**config.mk**
```make
export PLATFORM = sky130hd
export DESIGN_NAME = otp_cfg_ctrl
export DESIGN_NICKNAME = d
export VERILOG_FILES = /design/src/rtl/otp_cfg_pkg.sv /design/src/rtl/otp_cfg_reg.sv /design/src/rtl/otp_cmd_dec.sv /design/src/rtl/otp_fuse_seq.sv /design/src/rtl/otp_cfg_ctrl.sv
export SDC_FILE = /design/constraint.sdc
export NUM_CORES = 1
export LEC_CHECK = 0
export BUFFER_PORTS_ARGS = -buffer_cell sky130_fd_sc_hd__buf_2
export CORE_AREA = 3 3 141 143
export CTS_CLUSTER_SIZE = 8
export DETAILED_ROUTE_END_ITERATION = 10
export DIE_AREA = 0 0 144 146
export PLACE_DENSITY = 0.7
export SLEW_MARGIN = 20
export SYNTH_ARGS = -nofsm -noshare
export SYNTH_HDL_FRONTEND = slang
export SYNTH_SLANG_ARGS = --single-unit
```
**constraint.sdc**
```tcl
create_clock -name clk_i -period 3.4 [get_ports clk_i]
set_input_delay 0.68 -clock clk_i [delete_from_list [all_inputs] [get_ports clk_i]]
set_output_delay 0.68 -clock clk_i [all_outputs]
set_load 0.02 [all_outputs]
```
**src/rtl/otp_cfg_pkg.sv**
```systemverilog
package otp_cfg_pkg;
  typedef enum logic [4:0] {
    CMD_WR_CFG   = 5'b10111,
    CMD_EN_PROG  = 5'b10000,
    CMD_WR_OTP   = 5'b11111,
    CMD_PROG_OTP = 5'b11001,
    CMD_RD_OTP   = 5'b01111,
    CMD_RD_ANA   = 5'b01001
  } cmd_e;

  localparam int unsigned HALL_W   = 6;
  localparam int unsigned DC_BIT   = 6;
  localparam int unsigned GAIN_LSB = 7;
  localparam int unsigned CMC_BIT  = 9;
  localparam int unsigned CMS_BIT  = 10;
  localparam int unsigned INV_BIT  = 11;
  localparam int unsigned USER_W   = 12;
  localparam int unsigned LOCK_BIT = 13;
endpackage

```
**src/rtl/otp_cfg_reg.sv**
```systemverilog
module otp_cfg_reg (
  input  logic       clk_i,
  input  logic       rst_ni,
  input  logic       wr_i,
  input  logic [3:0] bits_i,   // {sleep, gen_rst, test_bus, bypass}
  output logic       sleep_o,
  output logic       grst_o,
  output logic       tbus_o,
  output logic       byp_o
);
  always_ff @(posedge clk_i or negedge rst_ni) begin
    if (!rst_ni) begin
      sleep_o <= 1'b0;
      grst_o  <= 1'b0;
      tbus_o  <= 1'b0;
      byp_o   <= 1'b0;
    end else begin
      grst_o <= 1'b0;  // self-clearing
      if (wr_i) begin
        sleep_o <= bits_i[3];
        grst_o  <= bits_i[2];
        tbus_o  <= bits_i[1];
        byp_o   <= bits_i[0];
      end
    end
  end
endmodule

```
**src/rtl/otp_cmd_dec.sv**
```systemverilog
module otp_cmd_dec
  import otp_cfg_pkg::*;
(
  input  logic       clk_i,
  input  logic       rst_ni,
  input  logic       cs_i,
  input  logic       cmd_valid_i,
  input  logic [4:0] cmd_i,
  input  logic       busy_i,
  input  logic       grst_i,
  output logic       prog_en_o,
  output logic       wr_cfg_o,
  output logic       wr_otp_o,
  output logic       prog_o,
  output logic       rd_otp_o,
  output logic       rd_ana_o
);
  logic en_q, ext_q, cs_q;
  logic acc, is_ext, ext_ok, en_set, cs_fall;

  assign acc     = cmd_valid_i & ~busy_i;
  assign is_ext  = (cmd_i == CMD_WR_OTP) | (cmd_i == CMD_PROG_OTP) |
                   (cmd_i == CMD_RD_OTP) | (cmd_i == CMD_RD_ANA);
  assign ext_ok  = acc & is_ext & en_q;
  assign en_set  = acc & (cmd_i == CMD_EN_PROG);
  assign cs_fall = cs_q & ~cs_i;

  assign wr_cfg_o  = acc & (cmd_i == CMD_WR_CFG);
  assign wr_otp_o  = ext_ok & (cmd_i == CMD_WR_OTP);
  assign prog_o    = ext_ok & (cmd_i == CMD_PROG_OTP);
  assign rd_otp_o  = ext_ok & (cmd_i == CMD_RD_OTP);
  assign rd_ana_o  = ext_ok & (cmd_i == CMD_RD_ANA);
  assign prog_en_o = en_q;

  always_ff @(posedge clk_i or negedge rst_ni) begin
    if (!rst_ni) begin
      en_q  <= 1'b0;
      ext_q <= 1'b0;
      cs_q  <= 1'b0;
    end else begin
      cs_q <= cs_i;
      if (grst_i) begin
        en_q  <= 1'b0;
        ext_q <= 1'b0;
      end else if (cs_fall) begin
        // session ends only once a fuse command was taken
        en_q  <= en_q & ~ext_q;
        ext_q <= 1'b0;
      end else begin
        if (en_set) en_q  <= 1'b1;
        if (ext_ok) ext_q <= 1'b1;
      end
    end
  end
endmodule

```
**src/rtl/otp_fuse_seq.sv**
```systemverilog
module otp_fuse_seq #(
  parameter int unsigned FUSE_W    = 46,
  parameter int unsigned PHASE_LEN = 4
) (
  input  logic                      clk_i,
  input  logic                      rst_ni,
  input  logic                      start_burn_i,
  input  logic                      start_rb_i,
  input  logic [FUSE_W-1:0]         mask_i,
  output logic                      busy_o,
  output logic                      zap_o,
  output logic [$clog2(FUSE_W)-1:0] idx_o,
  output logic                      rb_valid_o,
  output logic                      rb_bit_o,
  output logic [FUSE_W-1:0]         fuse_o
);
  localparam int unsigned IDX_W = $clog2(FUSE_W);
  localparam int unsigned PH_W  = (PHASE_LEN > 1) ? $clog2(PHASE_LEN) : 1;
  localparam logic [PH_W-1:0]  PH_LAST  = PH_W'(PHASE_LEN - 1);
  localparam logic [IDX_W-1:0] IDX_LAST = IDX_W'(FUSE_W - 1);

  logic              act_q, dir_q;  // dir_q: 1 = readback (descending)
  logic [IDX_W-1:0]  idx_q;
  logic [PH_W-1:0]   ph_q;
  logic [FUSE_W-1:0] mask_q, fuse_q;
  logic              at_end;

  assign at_end     = dir_q ? (idx_q == '0) : (idx_q == IDX_LAST);
  assign zap_o      = act_q & ~dir_q & (ph_q == '0) & mask_q[idx_q] & ~fuse_q[idx_q];
  assign busy_o     = act_q;
  assign idx_o      = idx_q;
  assign rb_valid_o = act_q & dir_q;
  assign rb_bit_o   = rb_valid_o & fuse_q[idx_q];
  assign fuse_o     = fuse_q;

  always_ff @(posedge clk_i or negedge rst_ni) begin
    if (!rst_ni) begin
      act_q  <= 1'b0;
      dir_q  <= 1'b0;
      idx_q  <= '0;
      ph_q   <= '0;
      mask_q <= '0;
      fuse_q <= '0;
    end else begin
      if (zap_o) fuse_q[idx_q] <= 1'b1;
      if (!act_q) begin
        if (start_burn_i || start_rb_i) begin
          act_q  <= 1'b1;
          dir_q  <= start_rb_i;
          idx_q  <= start_rb_i ? IDX_LAST : '0;
          ph_q   <= '0;
          mask_q <= mask_i;
        end
      end else if (ph_q == PH_LAST) begin
        ph_q <= '0;
        if (at_end) act_q <= 1'b0;
        else        idx_q <= dir_q ? idx_q - IDX_W'(1) : idx_q + IDX_W'(1);
      end else begin
        ph_q <= ph_q + PH_W'(1);
      end
    end
  end
endmodule

```
**src/rtl/otp_cfg_ctrl.sv**
```systemverilog
module otp_cfg_ctrl
  import otp_cfg_pkg::*;
#(
  parameter int unsigned FUSE_W    = 46,
  parameter int unsigned PHASE_LEN = 4
) (
  input  logic                      clk_i,
  input  logic                      rst_ni,
  input  logic                      cs_i,
  input  logic                      cmd_valid_i,
  input  logic [4:0]                cmd_i,
  input  logic [FUSE_W-1:0]         wdata_i,
  output logic [FUSE_W-1:0]         rdata_o,
  output logic [HALL_W-1:0]         hall_bias_o,
  output logic                      dc_offset_o,
  output logic [1:0]                gain_o,
  output logic                      cm_cos_o,
  output logic                      cm_sin_o,
  output logic                      invert_o,
  output logic                      out_en_o,
  output logic                      test_bus_o,
  output logic                      buf_bypass_o,
  output logic                      gen_rst_o,
  output logic                      busy_o,
  output logic                      zap_o,
  output logic [$clog2(FUSE_W)-1:0] seq_idx_o,
  output logic                      rb_valid_o,
  output logic                      rb_bit_o
);
  localparam logic [FUSE_W-1:0] USER_MASK = FUSE_W'((1 << USER_W) - 1);
  localparam logic [FUSE_W-1:0] RSV_MASK  = {2'b11, {(FUSE_W-2){1'b0}}};

  logic              prog_en, wr_cfg, wr_otp, do_prog, rd_otp, rd_ana;
  logic              sleep, grst;
  logic [FUSE_W-1:0] fuse_w, shadow_q, wmask;

  otp_cmd_dec u_dec (
    .clk_i, .rst_ni, .cs_i, .cmd_valid_i, .cmd_i,
    .busy_i   (busy_o),
    .grst_i   (grst),
    .prog_en_o(prog_en),
    .wr_cfg_o (wr_cfg),
    .wr_otp_o (wr_otp),
    .prog_o   (do_prog),
    .rd_otp_o (rd_otp),
    .rd_ana_o (rd_ana)
  );

  otp_cfg_reg u_cfg (
    .clk_i, .rst_ni,
    .wr_i   (wr_cfg),
    .bits_i ({wdata_i[15], wdata_i[14], wdata_i[9], wdata_i[8]}),
    .sleep_o(sleep),
    .grst_o (grst),
    .tbus_o (test_bus_o),
    .byp_o  (buf_bypass_o)
  );

  // lock confines changes to the user fields; reserved bits never writable
  assign wmask = (fuse_w[LOCK_BIT] ? USER_MASK : '1) & ~RSV_MASK;

  otp_fuse_seq #(.FUSE_W(FUSE_W), .PHASE_LEN(PHASE_LEN)) u_seq (
    .clk_i, .rst_ni,
    .start_burn_i(do_prog),
    .start_rb_i  (rd_ana),
    .mask_i      (wdata_i & wmask),
    .busy_o,
    .zap_o,
    .idx_o       (seq_idx_o),
    .rb_valid_o,
    .rb_bit_o,
    .fuse_o      (fuse_w)
  );

  always_ff @(posedge clk_i or negedge rst_ni) begin
    if (!rst_ni) begin
      shadow_q <= '0;
      rdata_o  <= '0;
    end else begin
      if (grst)        shadow_q <= fuse_w;
      else if (wr_otp) shadow_q <= (shadow_q & ~wmask) | (wdata_i & wmask);
      if (rd_otp) rdata_o <= shadow_q;
    end
  end

  assign hall_bias_o = shadow_q[HALL_W-1:0];
  assign dc_offset_o = shadow_q[DC_BIT];
  assign gain_o      = shadow_q[GAIN_LSB +: 2];
  assign cm_cos_o    = shadow_q[CMC_BIT];
  assign cm_sin_o    = shadow_q[CMS_BIT];
  assign invert_o    = shadow_q[INV_BIT];
  assign out_en_o    = ~sleep;
  assign gen_rst_o   = grst;
endmodule

```
==> After elaboration in Yosys (flattened, before gate mapping) <==
Cells that the tools add are included.
{ "word_totals": {"ram_bits": 0, "word_cells": 101, "inputBits": 55, "latch_bits": 0, "reg_bits": 201, "memories": 0, "romBits": 0, "out_inout_bits": 72} }
{ "op_classes": {"n_mul": 0, "addsub": 3, "div_mod_pow": 0, "bitwise_logic": 31, "shifts": 0, "n_eq_ne": 10, "n_mux": 30, "magnitude_cmp": 2, "n_reduce_logical": 10} }
{ "ops": {"columns": ["operator", "n"], "rows": [
  ["2-to-1 mux 46 bit", 2],
  ["bitwise OR 46 bit", 2],
  ["bitwise AND 46 x 44 -> 46 bit", 1],
  ["bitwise AND 46 bit", 1],
  ["inverter 44 -> 46 bit", 1],
  ["2-to-1 mux 44 bit", 1],
  ["2-to-1 mux 6 bit", 6],
  ["equality test 5 bit, second input constant", 4],
  ["bitwise AND 1 bit", 17],
  ["2-to-1 mux 1 bit", 15],
  ["binary-select mux 1 bit (select 6 bit)", 2],
  ["equality test 5 x 4 -> 1 bit, second input constant", 2],
  ["less-than comparator 6 x 7 -> 1 bit, second input constant", 1],
  ["adder 6 x 1 -> 6 bit, second input constant", 1],
  ["demux 1 bit (select 6 bit)", 1],
  ["equality test 6 bit, second input constant", 1],
  ["greater-or-equal comparator 6 x 1 -> 1 bit, second input constant", 1],
  ["zero test 6 bit", 1],
  ["2-to-1 mux 2 bit", 3],
  ["inverter 1 bit", 6],
  ["nonzero test 3 bit", 2],
  ["subtractor 6 x 1 -> 6 bit, second input constant", 1],
  ["!= test 2 bit, second input constant", 2],
  ["nonzero test 2 bit", 2],
  ["8 further kinds", 10]
]} }

==> Longest topological paths before layout <==
{ "depth": {"ltp_word": 10, "depth_mapped": 9, "depth_no_buf": 6} }

==> Modules after synthesis <==
A second synthesis with hierarchy kept.
{ "hier_totals": {"hier_cells": 811, "area_unflattened_um2": 10105.9} }
{ "modules_own_cells": {"columns": ["mod", "n_inst", "seq_area_each_um2", "area_each_um2", "cells_per_inst"], "rows": [
  ["otp_fuse_seq", 1, 2552.4, 5066.1, 401],
  ["otp_cfg_ctrl", 1, 2302.2, 4688.2, 380],
  ["otp_cmd_dec", 1, 75.1, 210.2, 22],
  ["otp_cfg_reg", 1, 100.1, 141.4, 8]
]} }

==> Worst setup path before layout <==
OpenSTA, ideal clock, no wires.
{ "synth_timing": {"path_type": "register to output", "start": "reg u_seq.idx_q[1], in the netlist u_seq.idx_o[1]", "end": "out rb_bit_o", "required_time_ps": 2720, "stages_incl_launch_ff": 8, "path_buffers": 3, "setup_slack_ps": 345, "arrival_time_ps": 2375, "path_cell_list": "dfrtp_1 buf_2 buf_1 inv_1 o311ai_0 a31oi_2 buf_4 a21boi_0"} }
{ "synth_between": {"elab_chain_len": 3} }
{ "synth_lines": {"columns": ["element", "line_no", "text"], "rows": [
  ["from (decl)", "otp_fuse_seq.sv:23", "logic [IDX_W-1:0] idx_q;"],
  ["from (signal assigned)", "otp_fuse_seq.sv:50", "idx_q <= start_rb_i ? IDX_LAST : '0;"],
  ["from (signal assigned)", "otp_fuse_seq.sv:57", "else idx_q <= dir_q ? idx_q - IDX_W'(1) : idx_q + IDX_W'(1);"],
  ["binary-select mux 1 bit (select 6 bit)", "otp_fuse_seq.sv:33", "assign rb_bit_o = rb_valid_o & fuse_q[idx_q];"],
  ["2-to-1 mux 1 bit (not written as such)", "otp_fuse_seq.sv:33", null],
  ["bitwise AND 1 bit", "otp_fuse_seq.sv:33", null],
  ["to (decl)", "otp_cfg_ctrl.sv:28", "output logic rb_bit_o"]
]} }
No other way between the ends. The select of a mux whose other input is x is not followed.

==> Final worst setup path <==
{ "layout_timing": {"start": "reg u_seq.idx_q[0], in the netlist u_seq.idx_o[0]", "end": "out zap_o"} }
{ "layout_between": {"elab_chain_len": 4} }
{ "layout_lines": {"columns": ["element", "line_no", "text"], "rows": [
  ["binary-select mux 1 bit (select 6 bit)", "otp_fuse_seq.sv:29", "assign zap_o = act_q & ~dir_q & (ph_q == '0) & mask_q[idx_q] & ~fuse_q[idx_q];"],
  ["2-to-1 mux 1 bit (not written as such)", "otp_fuse_seq.sv:29", null],
  ["bitwise AND 1 bit / inverter 1 bit (equally long branches)", "otp_fuse_seq.sv:29", null],
  ["bitwise AND 1 bit (*)", "otp_fuse_seq.sv:29", null],
  ["to (decl)", "otp_cfg_ctrl.sv:25", "output logic zap_o,"]
]} }
Mark *: on every way between the ends. The rest lies on a longest branch, timed or not. The select of a mux whose other input is x is not followed.

==> impl_metrics.json <==
{
  "cp_max_fo": 8,
  "cts_made_buffers": 17,
  "vias_per_cell": 5.74,
  "hp-class": "primary input to asynchronous set/reset pin",
  "slew_violations": 0,
  "grt_pass1_vias": 6617,
  "power_per_cell_area_nw_per_um2": 698,
  "tritoncts": "done",
  "die_h_um": 146,
  "area_growth_syn_to_layout_pct": 17.5,
  "fillers": 1498,
  "drc_errors": 0,
  "globalplace.congestion": 0.809,
  "coreArea_sq_um": 18700,
  "syn-cell-area_sq_um": 9250,
  "dieArea_sq_um": 21000,
  "antenna_found_initial": 1,
  "die_w_um": 144,
  "endpoint": "zap_o",
  "dpl.cell_count": 1067,
  "seqPwrFrac_pct": 41.2,
  "first_pass_iters": 5,
  "cp.arrival_ns": 2.68,
  "synth_warnings": 0,
  "met1_usage_pct": 30.9,
  "critPathKind": "register to output pin",
  "r2r-end": "u_seq.fuse_o[30]",
  "ys_seq_area_share_pct": 53.8,
  "clk_pin_slew_worst_paths_ns": 0.07,
  "rows": 50,
  "p_switching_mw": 2.59,
  "setup_tns_ns": 0,
  "start_util_pct": 49.5,
  "p_int_mw": 5.01,
  "grt.busiest_layer": "met2",
  "status": "finished, final reports clean",
  "p_leak_nw": 5.53,
  "use_met2_pct": 33.2,
  "grt_first_pass_wirelength_um": 35700,
  "finalClockSkew_ns": 0.0116,
  "cp-start-kind": "register",
  "clock_sinks": 199,
  "finalNetCount": 937,
  "drive_gt1_share_pct": 32.9,
  "pre_cts_slack_ns": 0.321,
  "cp_slowest_stage_delay_ns": 0.54,
  "layout_setup_ws_ns": 0.0355,
  "ir_drop_v": 0.000460,
  "min_period_ns": 3.36,
  "synth.largest_area_cell": "dfrtp_1",
  "clock_latency_ns": 0.44,
  "switching_share_pct": 34.1,
  "drt-total-wl_um": 22300,
  "critPathSlowestCell": "mux4_1",
  "wl_per_cell_um": 19.8,
  "rr_startpoint": "u_seq.idx_o[0]",
  "yosysUniqueCellTypes": 58,
  "vias": 6441,
  "worst_ep_required_time_ns": 2.72,
  "synthTopCellsByArea": "dfrtp_1 (54%), mux2_2 (7.8%), mux2i_1 (5.5%), a41o_1 (4.8%), o21ai_0 (4.3%)",
  "async_reset_ff_share_pct": 100,
  "antenna_left": 0,
  "ctsHtreeMaxLevel": 4,
  "cp-end-kind": "output pin",
  "fmax_mhz": 297,
  "drv_cap": 0,
  "hpwlAfterDp_um": 14300,
  "synthesis.nets": 818,
  "rrSetupSlack_ns": 0.79,
  "clkPwrFrac_pct": 26.8,
  "placement.io_buffers": 124,
  "synth_edf_count": 0,
  "cp_cell_sequence": "buf_12 -> buf_4 -> mux4_1 -> mux4_2 -> nand2_8 -> and4_1 -> buf_6",
  "relSlewSlack_pct": 37.4,
  "pin_count": 127,
  "finalSetupViolCount": 0,
  "synth_top_cell_area_share_pct": 53.8,
  "use_met3_pct": 3.98,
  "rsz0062_at_grt": "yes",
  "synth_seq_cells": 199,
  "layoutNonFillerInstCount": 1123,
  "drt_iter0_markers": 499,
  "grt_remaining_overflow": 0,
  "track_usage_pct": 21.5,
  "fin_crit_sh_pct": 99.0,
  "synth_cells": 756,
  "cts.root.buffer_cell": "clkbuf_16",
  "worstMarginPinSlew_ns": 0.931,
  "power_frac_comb_pct": 32.0,
  "startpoint": "u_seq.idx_o[0]",
  "synth.most_common_cell": "dfrtp_1",
  "r2r_cells": 9,
  "grt_max_degree": 89,
  "synth-main-ff-cell": "dfrtp_1",
  "hold_viol": 0,
  "synth_area_per_cell_sq_um": 12.2,
  "netlist_top_cells_count": "dfrtp_1 (199), nand2_1 (90), o21ai_0 (80)",
  "clockBufferDepth": 2
}
final cells by class:
type	instances	area, sq um	share of cell area [%]
flip-flops and latches	199	4980	45.8
multi-input cells	480	3880	35.7
repair buffers	167	1080	9.96
clock buffers	22	474	4.36
well taps	234	293	2.69
clock inverters	10	119	1.09
inverters	10	37.5	0.345
diodes	1	2.50	0.0230
repair_timing:
action	4_1_cts	5_1_grt
setup endpoints to repair	2	2
hold buffers	0	0
gates cloned	1	1
pin swaps	0	5
resized for setup	3	26
buffers inserted	8	13
placed cells by master, fill, tap and decap left out, drive strengths merged, types with 8 or more instances in the layout:
cell type / synthesis / final
dfrtp: 199 / 199
buf: 37 / 165
nand2: 91 / 91
o21ai: 80 / 80
mux2: 64 / 64
mux2i: 51 / 51
a41o: 44 / 44
nand2b: 33 / 33
clkbuf: 30 / 24
mux4: 22 / 22
nor2: 17 / 17
inv: 9 / 11
a21oi: 8 / 8
worst max-delay path, delay by kind of cell (launching register included):
family                 cells  cell delay [ns]
AND/OR/NAND/NOR            2             0.28
flip-flops                 1             0.48
buffers and inverters      3             0.42
multiplexers               2             1.07
power by group through the flow:
stage	Sequential (mW)	Combinational, mW	Clock [mW]
after detailed placement	3.14	2.08	0
after global routing	3.19	2.64	2.18
after floorplan	3.21	1.41	0
final	3.13	2.43	2.04
after CTS	3.11	2.22	2.07
after global placement	3.13	2.05	0
through the flow:
| stage | hold slack [ns] | cell area [sq um] | util, % | power [mW] |
|---|---|---|---|---|
| floorplan | 0.384 | 9250 | - | 4.62 |
| global placement | 0.394 | 10000 | 53.5 | 5.18 |
| detailed placement | 0.389 | 10000 | 53.5 | 5.23 |
| CTS | 0.335 | 10700 | 57.3 | 7.40 |
| global route | 0.352 | 10900 | 58.1 | 8.01 |
| finish | 0.290 | 10900 | 58.1 | 7.59 |
worst min-delay path by stage:
stage                      from                    endpoint  slack [ns]  cells after the start
6_report                 rst_ni            u_seq.mask_q[15]        0.29                      1
5_1_grt                  rst_ni            u_seq.mask_q[15]        0.35                      1
4_1_cts                  rst_ni            u_seq.mask_q[15]        0.33                      1
3_5_place_dp   u_seq.fuse_o[45]            u_seq.fuse_o[45]        0.39                      0
3_3_place_gp   u_seq.fuse_o[45]            u_seq.fuse_o[45]        0.39                      0
2_1_floorplan            rst_ni  asynchronous set/reset pin        0.38                      0
cell families (layout without fill, tap and decap cells):
| family | Yosys count | in the layout | synth area share [%] |
|---|---|---|---|
| adders and majority gates | 7 | 7 | 1.03 |
| DFF | 199 | 199 | 53.8 |
| and+or+nand+nor | 171 | 171 | 8.78 |
| other | 0 | 1 | 0 |
| buffers and inverters | 77 | 209 | 4.67 |
| AOI/OAI and AO/OA | 162 | 162 | 12.2 |
| muxes | 137 | 137 | 19.3 |
| xor gates and xnor gates | 3 | 3 | 0.284 |
routing by layer:
metal	part of all wire [%]	vias up
met4	1.9	2
met1	45	3201
li1	-	2997
met5	0.085	-
met2	47	203
met3	6.0	38
Power figures use the tool's default switching activity.
